File: src/rtl/pbm_pkg.sv
package pbm_pkg;

  localparam int NSLOT = 4;

  typedef enum logic [1:0] {
    SEL_NONE = 2'd0,
    SEL_ROM  = 2'd1,
    SEL_RAM  = 2'd2
  } map_sel_e;

  typedef enum logic [1:0] {
    MODE_32K   = 2'd0,
    MODE_16K   = 2'd1,
    MODE_16K8K = 2'd2,
    MODE_8K    = 2'd3
  } slice_mode_e;

  localparam logic [15:0] A_MODE    = 16'h5100;
  localparam logic [15:0] A_KEY_A   = 16'h5102;
  localparam logic [15:0] A_KEY_B   = 16'h5103;
  localparam logic [15:0] A_RAMBASE = 16'h5113;
  localparam logic [15:0] A_BANK0   = 16'h5114;

  localparam logic [7:0] KEY_A_VAL = 8'h02;
  localparam logic [7:0] KEY_B_VAL = 8'h01;

endpackage

File: src/rtl/pbm_rst_sync.sv
module pbm_rst_sync (
  input  logic clk,
  input  logic rst_n_i,
  output logic rst_n_o
);

  logic [1:0] sync_q;

  always_ff @(posedge clk or negedge rst_n_i) begin
    if (!rst_n_i) sync_q <= 2'b00;
    else          sync_q <= {sync_q[0], 1'b1};
  end

  assign rst_n_o = sync_q[1];

endmodule

File: src/rtl/pbm_regfile.sv
module pbm_regfile
  import pbm_pkg::*;
#(
  parameter int          BANK_W     = 7,
  parameter int          RAM_SEL_W  = 3,
  parameter logic [1:0]  RESET_MODE = 2'd3
) (
  input  logic                            clk,
  input  logic                            rst_n,
  input  logic                            wr_en,
  input  logic [15:0]                     addr,
  input  logic [7:0]                      wdata,
  output logic [1:0]                      mode_q,
  output logic [7:0]                      key_a_q,
  output logic [7:0]                      key_b_q,
  output logic [RAM_SEL_W-1:0]            ram_base_q,
  output logic [NSLOT-1:0][BANK_W-1:0]    bank_num_q,
  output logic [NSLOT-2:0]                bank_ram_q
);

  logic [1:0]           mode_d;
  logic [7:0]           key_a_d;
  logic [7:0]           key_b_d;
  logic [RAM_SEL_W-1:0] ram_base_d;

  // Next-state for the control registers.
  always_comb begin
    mode_d     = mode_q;
    key_a_d    = key_a_q;
    key_b_d    = key_b_q;
    ram_base_d = ram_base_q;
    if (wr_en) begin
      if (addr == A_MODE)    mode_d     = wdata[1:0];
      if (addr == A_KEY_A)   key_a_d    = wdata;
      if (addr == A_KEY_B)   key_b_d    = wdata;
      if (addr == A_RAMBASE) ram_base_d = wdata[RAM_SEL_W-1:0];
    end
  end

  always_ff @(posedge clk or negedge rst_n) begin
    if (!rst_n) begin
      mode_q     <= RESET_MODE;
      key_a_q    <= '0;
      key_b_q    <= '0;
      ram_base_q <= '0;
    end else begin
      mode_q     <= mode_d;
      key_a_q    <= key_a_d;
      key_b_q    <= key_b_d;
      ram_base_q <= ram_base_d;
    end
  end

  // One bank register per slot; the last slot carries no RAM flag.
  for (genvar i = 0; i < NSLOT; i++) begin : g_bank
    localparam logic [BANK_W-1:0] RST_NUM = BANK_W'(8'hFC + i);

    logic              hit;
    logic [BANK_W-1:0] num_d;
    logic [BANK_W-1:0] num_q;

    assign hit = wr_en && (addr == A_BANK0 + 16'(i));

    always_comb begin
      num_d = num_q;
      if (hit) num_d = BANK_W'(wdata[6:0]);
    end

    always_ff @(posedge clk or negedge rst_n) begin
      if (!rst_n) num_q <= RST_NUM;
      else        num_q <= num_d;
    end

    assign bank_num_q[i] = num_q;

    if (i < NSLOT - 1) begin : g_flag
      logic ram_d;
      logic ram_q;

      always_comb begin
        ram_d = ram_q;
        if (hit) ram_d = ~wdata[7];
      end

      always_ff @(posedge clk or negedge rst_n) begin
        if (!rst_n) ram_q <= 1'b0;
        else        ram_q <= ram_d;
      end

      assign bank_ram_q[i] = ram_q;
    end
  end

endmodule

File: src/rtl/pbm_slot_decode.sv
module pbm_slot_decode
  import pbm_pkg::*;
#(
  parameter int BANK_W    = 7,
  parameter int RAM_SEL_W = 3
) (
  input  logic [1:0]                   slot_i,
  input  logic [1:0]                   mode_i,
  input  logic [NSLOT-1:0][BANK_W-1:0] bank_num_i,
  input  logic [NSLOT-2:0]             bank_ram_i,
  output logic                         is_ram_o,
  output logic [BANK_W-1:0]            bank_o
);

  logic [BANK_W-1:0] num;
  logic              ram;
  logic              slot_flag;

  // RAM flag of the slot's own register (mode 3); the last slot has none.
  always_comb begin
    unique case (slot_i)
      2'd0:    slot_flag = bank_ram_i[0];
      2'd1:    slot_flag = bank_ram_i[1];
      2'd2:    slot_flag = bank_ram_i[2];
      default: slot_flag = 1'b0;
    endcase
  end

  always_comb begin
    num = bank_num_i[3];
    ram = 1'b0;
    unique case (mode_i)
      MODE_32K: begin
        num = {bank_num_i[3][BANK_W-1:2], slot_i};
      end
      MODE_16K: begin
        if (!slot_i[1]) begin
          num = {bank_num_i[1][BANK_W-1:1], slot_i[0]};
          ram = bank_ram_i[1];
        end else begin
          num = {bank_num_i[3][BANK_W-1:1], slot_i[0]};
        end
      end
      MODE_16K8K: begin
        if (!slot_i[1]) begin
          num = {bank_num_i[1][BANK_W-1:1], slot_i[0]};
          ram = bank_ram_i[1];
        end else if (!slot_i[0]) begin
          num = bank_num_i[2];
          ram = bank_ram_i[2];
        end else begin
          num = bank_num_i[3];
        end
      end
      default: begin
        num = bank_num_i[slot_i];
        ram = slot_flag;
      end
    endcase
  end

  assign is_ram_o = ram;
  assign bank_o   = ram ? BANK_W'(num[RAM_SEL_W-1:0]) : num;

endmodule

File: src/rtl/pbm_wgate.sv
module pbm_wgate
  import pbm_pkg::*;
(
  input  logic       cpu_en,
  input  logic       cpu_wr,
  input  logic [1:0] sel_i,
  input  logic [7:0] key_a_i,
  input  logic [7:0] key_b_i,
  output logic       ram_we_o
);

  logic unlocked;

  assign unlocked = (key_a_i == KEY_A_VAL) && (key_b_i == KEY_B_VAL);
  assign ram_we_o = cpu_en && cpu_wr && (sel_i == SEL_RAM) && unlocked;

endmodule

File: src/rtl/pbm_prg_mapper.sv
module pbm_prg_mapper
  import pbm_pkg::*;
#(
  parameter int         BANK_W     = 7,
  parameter int         RAM_SEL_W  = 3,
  parameter int         RAM_BANKS  = 4,
  parameter logic [1:0] RESET_MODE = 2'd3
) (
  input  logic              clk,
  input  logic              rst_n,
  input  logic              cpu_en,
  input  logic              cpu_wr,
  input  logic [15:0]       cpu_addr,
  input  logic [7:0]        cpu_wdata,
  output logic [1:0]        map_sel,
  output logic [BANK_W-1:0] map_bank,
  output logic [12:0]       map_offset,
  output logic              ram_we
);

  localparam logic [BANK_W:0]    RAM_LIMIT_B = (BANK_W+1)'(RAM_BANKS);
  localparam logic [RAM_SEL_W:0] RAM_LIMIT_S = (RAM_SEL_W+1)'(RAM_BANKS);

  logic                         rst_sync_n;
  logic                         reg_wr;
  logic [1:0]                   mode_q;
  logic [7:0]                   key_a_q;
  logic [7:0]                   key_b_q;
  logic [RAM_SEL_W-1:0]         ram_base_q;
  logic [NSLOT-1:0][BANK_W-1:0] bank_num_q;
  logic [NSLOT-2:0]             bank_ram_q;
  logic                         dec_ram;
  logic [BANK_W-1:0]            dec_bank;
  map_sel_e                     sel_c;
  logic [BANK_W-1:0]            bank_c;

  assign reg_wr = cpu_en && cpu_wr;

  pbm_rst_sync u_rst (
    .clk     (clk),
    .rst_n_i (rst_n),
    .rst_n_o (rst_sync_n)
  );

  pbm_regfile #(
    .BANK_W     (BANK_W),
    .RAM_SEL_W  (RAM_SEL_W),
    .RESET_MODE (RESET_MODE)
  ) u_regs (
    .clk        (clk),
    .rst_n      (rst_sync_n),
    .wr_en      (reg_wr),
    .addr       (cpu_addr),
    .wdata      (cpu_wdata),
    .mode_q     (mode_q),
    .key_a_q    (key_a_q),
    .key_b_q    (key_b_q),
    .ram_base_q (ram_base_q),
    .bank_num_q (bank_num_q),
    .bank_ram_q (bank_ram_q)
  );

  pbm_slot_decode #(
    .BANK_W    (BANK_W),
    .RAM_SEL_W (RAM_SEL_W)
  ) u_dec (
    .slot_i     (cpu_addr[14:13]),
    .mode_i     (mode_q),
    .bank_num_i (bank_num_q),
    .bank_ram_i (bank_ram_q),
    .is_ram_o   (dec_ram),
    .bank_o     (dec_bank)
  );

  // Area select: upper 32K through the slot decoder, 0x6000 window from
  // the base register, everything else open bus.
  always_comb begin
    sel_c  = SEL_NONE;
    bank_c = '0;
    if (cpu_addr[15]) begin
      if (!dec_ram) begin
        sel_c  = SEL_ROM;
        bank_c = dec_bank;
      end else if ({1'b0, dec_bank} < RAM_LIMIT_B) begin
        sel_c  = SEL_RAM;
        bank_c = dec_bank;
      end
    end else if (cpu_addr[15:13] == 3'b011) begin
      if ({1'b0, ram_base_q} < RAM_LIMIT_S) begin
        sel_c  = SEL_RAM;
        bank_c = BANK_W'(ram_base_q);
      end
    end
  end

  pbm_wgate u_wgate (
    .cpu_en   (cpu_en),
    .cpu_wr   (cpu_wr),
    .sel_i    (sel_c),
    .key_a_i  (key_a_q),
    .key_b_i  (key_b_q),
    .ram_we_o (ram_we)
  );

  assign map_sel    = sel_c;
  assign map_bank   = bank_c;
  assign map_offset = cpu_addr[12:0];

endmodule

File: config.mk
export PLATFORM = sky130hd
export DESIGN_NAME = pbm_prg_mapper
export DESIGN_NICKNAME = d
export VERILOG_FILES = /design/src/rtl/pbm_pkg.sv /design/src/rtl/pbm_rst_sync.sv /design/src/rtl/pbm_regfile.sv /design/src/rtl/pbm_slot_decode.sv /design/src/rtl/pbm_wgate.sv /design/src/rtl/pbm_prg_mapper.sv
export SDC_FILE = /design/constraint.sdc
export NUM_CORES = 1
export LEC_CHECK = 0
export BUFFER_PORTS_ARGS = -buffer_cell sky130_fd_sc_hd__buf_2
export CAP_MARGIN = 5
export CORE_MARGIN = 8
export CORE_UTILIZATION = 56
export CTS_CLUSTER_DIAMETER = 120
export DETAILED_ROUTE_END_ITERATION = 8
export PLACE_DENSITY = 0.77
export SETUP_SLACK_MARGIN = 0.4
export SLEW_MARGIN = 5
export SYNTH_ARGS = -nofsm -noshare
export SYNTH_HDL_FRONTEND = slang
export SYNTH_SLANG_ARGS = --single-unit
File: constraint.sdc
create_clock -name clk -period 4.4 [get_ports clk]
set_input_delay 0.44 -clock clk [delete_from_list [all_inputs] [get_ports clk]]
set_output_delay 0.44 -clock clk [all_outputs]
set_load 0.02 [all_outputs]
==> results of run 1 <==
==> worst paths after layout <==
path                       cells past startpoint                         start                                        end  slack [ps]
max in group asynchronous                      0     u_rst.sync_q[1]$_DFF_PN0_  u_regs.g_bank[1].g_flag.ram_q$_DFFE_PN0P_        3250
max                                            6  u_regs.mode_q[1]$_DFFE_PN1P_                                map_bank[1]        1630
min reg2reg                                    0     u_rst.sync_q[0]$_DFF_PN0_                  u_rst.sync_q[1]$_DFF_PN0_         360
max reg2reg                                    0     u_rst.sync_q[1]$_DFF_PN0_  u_regs.g_bank[1].g_flag.ram_q$_DFFE_PN0P_        3250
min                                            0     u_rst.sync_q[0]$_DFF_PN0_                  u_rst.sync_q[1]$_DFF_PN0_         360
min in group asynchronous                      2                         rst_n                  u_rst.sync_q[1]$_DFF_PN0_         450
==> cell usage in the layout, fill, tap and decap left out, types with 2 or more instances in the layout <==
master / count
nand4bb_1: 2
mux2_2: 51
nor2_1: 13
nor2b_1: 5
mux4_2: 2
dfstp_2: 26
nor4b_1: 2
and2_1: 2
a21oi_1: 10
mux2_4: 2
inv_1: 7
nor3_1: 12
and3_1: 2
clkbuf_8: 6
nand2_1: 8
dfrtp_1: 27
o22ai_1: 8
nor4_1: 3
o21ai_0: 4
nand3_1: 2
a211oi_1: 5
nand2b_1: 4
mux2i_1: 6
buf_2: 50
==> per-layer routing <==
metal,up-vias,routed length [µm]
met1,1028,2921
met3,8,214
met4,0,78
met5,-,0
li1,982,-
met2,29,2940
==> cells in the mapped netlist, types with 2 or more instances <==
cell type and count:
and3_1 2, nor3_1 12, buf_2 5, nor2_1 13, mux4_2 2, nand4bb_1 2
nand2b_1 4, mux2_2 51, nand3_1 2, buf_4 14, a21oi_1 10, nor4b_1 2
mux2_4 2, nand2_1 8, mux2i_1 6, a211oi_1 5, nor2b_1 5, inv_1 7
o21ai_0 4, o22ai_1 8, dfrtp_1 28, and2_1 2, clkbuf_1 4, dfstp_2 26
nor4_1 3
==> sequential cells by signal (all words and copies together), names as in the netlist <==
signal,cells
u_regs.g_bank.g_flag.ram_q,3
u_regs.g_bank.num_q,28
u_regs.key_a_q,8
u_regs.key_b_q,8
u_regs.mode_q,2
u_regs.ram_base_q,3
u_rst.sync_q,2
==> logic make-up after synthesis <==
group / count (synthesis)
mux: 61
buf+inv: 32
other cells: 1
flops: 54
compound gates: 39
simple gates: 67
==> what timing repair did <==
action | 4_1_cts | 5_1_grt
endpoints found under the setup margin | 0 | 0
setup buffers | 0 | 0
hold endpoints to repair | 2 | 0
hold buffers | 1 | 0
gates resized for setup | 0 | 0
==> report_power, final <==
part           leakage [nW]  switching, W  internal (W)
logic                 0.800     0.0000439     0.0000266
clock network        0.0488      0.000153      0.000127
registers             0.643    0.00000884      0.000498
==> per-stage QoR <==
step	power [W]	setup WS (ps)	hold slack, ps	util
floorplan	0.0005603	1878	144.4	-
global placement	0.0005845	1748	225.2	0.6137
detailed placement	0.0005860	1657	227.4	0.6137
CTS	0.0008662	1615	359.5	0.6344
global route	0.0008917	1460	364.2	0.6344
finish	0.0008574	1628	355.8	0.6344
==> cell type report <==
cell class                      instances  area (µm²)
Clock buffer                            6       82.58
Clock inverter                          2       12.51
Fill cell                             453        1856
Inverter                                7       26.28
Multi-Input combinational cell        168        1365
Sequential cell                        54        1385
Tap cell                               70       87.58
Timing Repair Buffer                   51       260.3
==> run_results.csv, run 1 <==
group,metric,value,unit
pwr,p_per_area,266.3,mW/mm²
global_route,grt_pass1_vias,2085,
synth,yosys.area_share.adder,0,
synth,synth_edf_count,0,
cts,cts_root_buf,"clkbuf_8",
floorplan,start_util,0.5784,
timing,max_freq,360.8,MHz
setup_path,critical_path_buf_inv_count,1,
setup_path,slowest_delay,750,ps
placement,numPortBuffers,50,
global_route,grt_use_total,0.1675,
cts,cts_buffers,5,
run_status,status,"complete, no violations",
floorplan,die_h,88.40,µm
timing,tightest_slew,1090,ps
timing,tns,0,ps
synth,synth_nets,282,
synth,seq_area_frac_synth,0.4714,
cts,clock-sinks,54,
synth,synth_area,0.002935,mm²
synth,ys.warnings.count,0,
synth,muxShareOfSynthArea,0.2417,
flow_run,cap_violations,0,
timing,setup_viol_count_final,0,
floorplan,die_area,0.007815,mm²
synth,async_reset_ff_frac,1.000,
timing,slew_headroom,0.2734,
routing,drt_iter0_markers,105,
floorplan,rows,26,
timing,maxSlewViolCount,0,
synth,synth_top_area_frac,0.2387,
timing,period_share,0.6300,
global_route,grt_overflow_total,0,
cts,h-tree-depth,2,
routing,ant_nets,0,
synth,synth_compound_area_frac,0.08781,
setup_path,endpoint_kind,"output pin",
finish,diodes,0,
synth,ys_types,52,
floorplan,ios,51,
routing,wl_per_cell,17.19,µm
synth,synth.ff_latch_count,54,
finish,final_area,0.003219,mm²
global_route,antenna_found_initial,0,
timing,finalCriticalPeriod,2772,ps
global_route,grtUsageMet3,0.02600,
pwr,ir_drop,0.2287,mV
global_route,grt-busiest-layer,"met2",
placement,gp_congestion,0.8128,
synth,synth_top_area_cell,"dfrtp_1",
setup_path,crit_family,"flip-flops",
floorplan,die_width,88.40,µm
synth,syn_inst,254,
cts,cts_buffer_depth,2,
synth,synth-simple-area-share,0.1343,
setup_path,crit_fanout,21,
finish,drive_above_1_share,0.5000,
global_route,met2_usage,0.2702,
routing,route.detailed.drc,0,
floorplan,core,0.005075,mm²
timing,finClkSkew,3.557,ps
global_route,grt_use_met1,0.2224,
global_route,grt_max_degree,53,
finish,nets,315,
routing,avgViaCountPerCell,5.718,
routing,dr_total_vias,2047,
timing,rsz0062_at_grt,"false",
setup_path,crit_type,"flop to output pin",
cts,cts.clk_slew.worst_paths,90,ps
synth,ys.flop_type,"dfrtp_1",
global_route,grt_pass1_wl,10220,µm
synth,postSynthAreaPerCell,11.56,µm²
placement,dpl-instance-area,0.003114,mm²
setup_path,slowest_stage,"dfstp_2",
synth,synth_area_leaders,"dfrtp_1, dfstp_2, mux2_2",
setup_path,critPathRequiredTime,3960,ps
routing,routed_wl,6155,µm
placement,place_inst,349,
setup_path,cp.arrival,2330,ps
cts,clock_latency,300,ps
setup_path,crit_chain,"nor2b_1 > o32ai_1 > a31oi_1 > o21ai_0 > a32o_1 > buf_2",
finish,fin_cells,358,
pwr,p_leak,1.492,nW
finish,area_growth,9.676,%
timing,hold_viol,0,
cts,cts_tree,"done",
placement,hpwl,4663,µm
min_path,min_path_type,"flop to flop",
synth,synth_top_family_by_area,"multiplexers",
routing,drt-pass1-iter-count,4,
synth,synth-xor-area-share,0,
setup_path,crit_path_start_kind,"flop",
Note: power is estimated with default switching activity, not from simulation.
==> inputs of run 2 (changes only) <==
- clock period: 4.4 -> 2.7 ns (I/O delays scaled with it)
==> run 2 against run 1 <==
  * Via count increased by 5.6%
  * Die area unchanged
  * Core utilization increased by 5.4 points
  * First-iteration DRC count increased by 16%
  * Final cell count increased by 4.7%
  * Clock skew increased by 2.4 ps
  * Design area increased by 8.6%
  * Sequential power increased by 62%
  * Clock power increased by 61%
  * Sequential share of layout area decreased by 3.3 points
  * Worst hold slack got worse by 140 ps
  * Largest cell class is now multi-input gates
  * Highest routed layer unchanged
==> run_results.csv, run 2 (synthesis gave the netlist of run 1 again) <==
group,metric,value,unit
routing,drt_iter0_markers,122,
global_route,grt_max_degree,42,
finish,largest_register_ffs,28,
routing,drt-pass1-iter-count,4,
floorplan,die_width,88.40,µm
floorplan,start_util,0.5784,
run_status,status,"complete, no violations",
placement,dpl-instance-area,0.003137,mm²
setup_path,crit_chain,"buf_4 > nand2b_4 > a21oi_1 > a211o_1 > buf_4 > o21ai_1 > a32o_1 > buf_6",
global_route,grt_pass1_wl,10640,µm
setup_path,cp.arrival,1990,ps
timing,rsz0062_at_grt,"true",
placement,hpwl,4853,µm
finish,largest_register,"u_regs.g_bank.num_q",
finish,drive_above_1_share,0.5902,
floorplan,core,0.005075,mm²
setup_path,crit_path_frequent_cell,"buf_4",
finish,fillerInstances,391,
timing,finClkSkew,5.960,ps
cts,clock-sinks,54,
placement,gp_congestion,0.8231,
floorplan,ios,51,
timing,tightest_slew,873.0,ps
finish,nets,332,
timing,hold_viol,0,
finish,top_regs,"u_regs.g_bank.num_q x28, u_regs.key_a_q x8, u_regs.key_b_q x8",
routing,ant_nets,0,
placement,dp_slack,285.2,ps
timing,max_freq,442.1,MHz
routing,routed_wl,6818,µm
setup_path,crit_path_start_kind,"flop",
cts,cts_buffer_depth,2,
timing,fin_ws,438.1,ps
cts,clock_latency,300,ps
setup_path,critical_path_buf_inv_count,3,
flow_run,cap_violations,0,
floorplan,rows,26,
finish,final_cell_mix,"mux2_2, buf_2, dfrtp_1, dfstp_2, buf_4",
finish,final_area,0.003495,mm²
pwr,ir_drop,0.2949,mV
timing,tns,0,ps
cts,h-tree-depth,2,
finish,area_growth,19.05,%
finish,diodes,0,
global_route,grt_pass1_vias,2217,
global_route,grt_overflow_total,0,
setup_path,endpoint_kind,"output pin",
setup_path,r2r_start,"u_regs.mode_q[1]$_DFFE_PN1P_",
setup_path,crit_fanout,5,
timing,slew_headroom,0.4180,
min_path,min_from,"cpu_wdata[7]",
global_route,antenna_found_initial,0,
pwr,design_power_total,0.001404,W
routing,wl_per_cell,18.18,µm
finish,final_common_cell,"mux2_2",
timing,finalCriticalPeriod,2262,ps
global_route,grt_use_total,0.1756,
setup_path,crit_type,"flop to output pin",
routing,avgViaCountPerCell,5.763,
cts,cts_buffers,5,
setup_path,crit_start,"u_regs.mode_q[1]$_DFFE_PN1P_",
cts,cts_root_buf,"clkbuf_8",
pwr,p_per_area,401.8,mW/mm²
pwr,p_leak,1.609,nW
setup_path,critPathRequiredTime,2430,ps
timing,period_share,0.8377,
timing,maxSlewViolCount,0,
floorplan,die_area,0.007815,mm²
min_path,min_path_type,"input pin to flop",
routing,dr_total_vias,2161,
setup_path,crit_family,"flip-flops",
cts,cts.clk_slew.worst_paths,90,ps
setup_path,slowest_delay,660,ps
setup_path,slowest_stage,"dfstp_4",
placement,numPortBuffers,50,
floorplan,die_h,88.40,µm
timing,setup_viol_count_final,0,
routing,route.detailed.drc,0,
cts,cts_tree,"done",
## run 2: cell types whose count changed in the layout (fill, tap and decap cells not counted), moves of 2 or more
| cell | delta |
|---|---|
| a21oi_1 | -3 |
| nor3_2 | +7 |
| buf_6 | +5 |
| buf_2 | -7 |
| a211oi_1 | -3 |
| nor3_1 | -8 |
| a211oi_2 | +3 |
| a21oi_2 | +3 |
| buf_4 | +19 |
| o21ai_0 | -2 |
| o21ai_1 | +2 |
## run 2: power by group
group | total, W | switching (W) | internal (W) | leakage, nW
Sequential | 0.000823 | 0.0000115 | 0.000812 | 0.644
Combinational | 0.000131 | 0.0000829 | 0.0000479 | 0.916
Clock | 0.000450 | 0.000243 | 0.000207 | 0.0482
## run 2: cell type report
| type | instances | area, µm² | area share |
|---|---|---|---|
| clock buffer | 7 | 86.33 | 0.02470 |
| clock inverter | 1 | 5.005 | 0.001432 |
| inverter | 7 | 26.28 | 0.007519 |
| sequential | 54 | 1389 | 0.3974 |
| multi-input combinational | 168 | 1476 | 0.4225 |
| timing repair buffer | 68 | 424.2 | 0.1214 |
| tap | 70 | 87.58 | 0.02506 |
## run 2: final timing paths
check | depth (start not counted) | end | slack, ps
worst max register to register | 4 | u_regs.mode_q[1]$_DFFE_PN1P_ | 1430
worst max-delay path | 8 | map_bank[1] | 440
worst min-delay path | 2 | u_regs.g_bank[1].g_flag.ram_q$_DFFE_PN0P_ | 220
min in group asynchronous | 2 | u_rst.sync_q[1]$_DFF_PN0_ | 270
max in group asynchronous | 1 | u_regs.g_bank[2].num_q[4]$_DFFE_PN1P_ | 1540
worst min register to register | 0 | u_rst.sync_q[1]$_DFF_PN0_ | 350
## run 2: worst reg2reg max path: stages, from the launching register on
cell     delay [ps]
dfstp_4         660
buf_6           120
buf_4           100
buf_4           180
mux2_4          160
## run 2: repair_timing
item | CTS | global route
hold endpoints to repair | 2 | 0
pin swaps | 0 | 14
gates resized for setup | 7 | 33
setup buffers | 4 | 10
endpoints found under the setup margin | 9 | 8
hold buffers | 1 | 0
## run 2: metrics by stage
step	hold WS, ps	utilization	instances
3_3_place_gp	56.44	0.6181	352
3_5_place_dp	58.50	0.6181	352
6_report	215.8	0.6886	375
5_1_grt	213.7	0.6886	375
2_1_floorplan	-25.59	-	254
4_1_cts	202.8	0.6479	365
## run 2: per-layer routing
metal,track usage,share of wire
met1,0.2225,0.45
met2,0.2858,0.50
met3,0.02786,0.035
met4,0.08295,0.021
met5,0,0
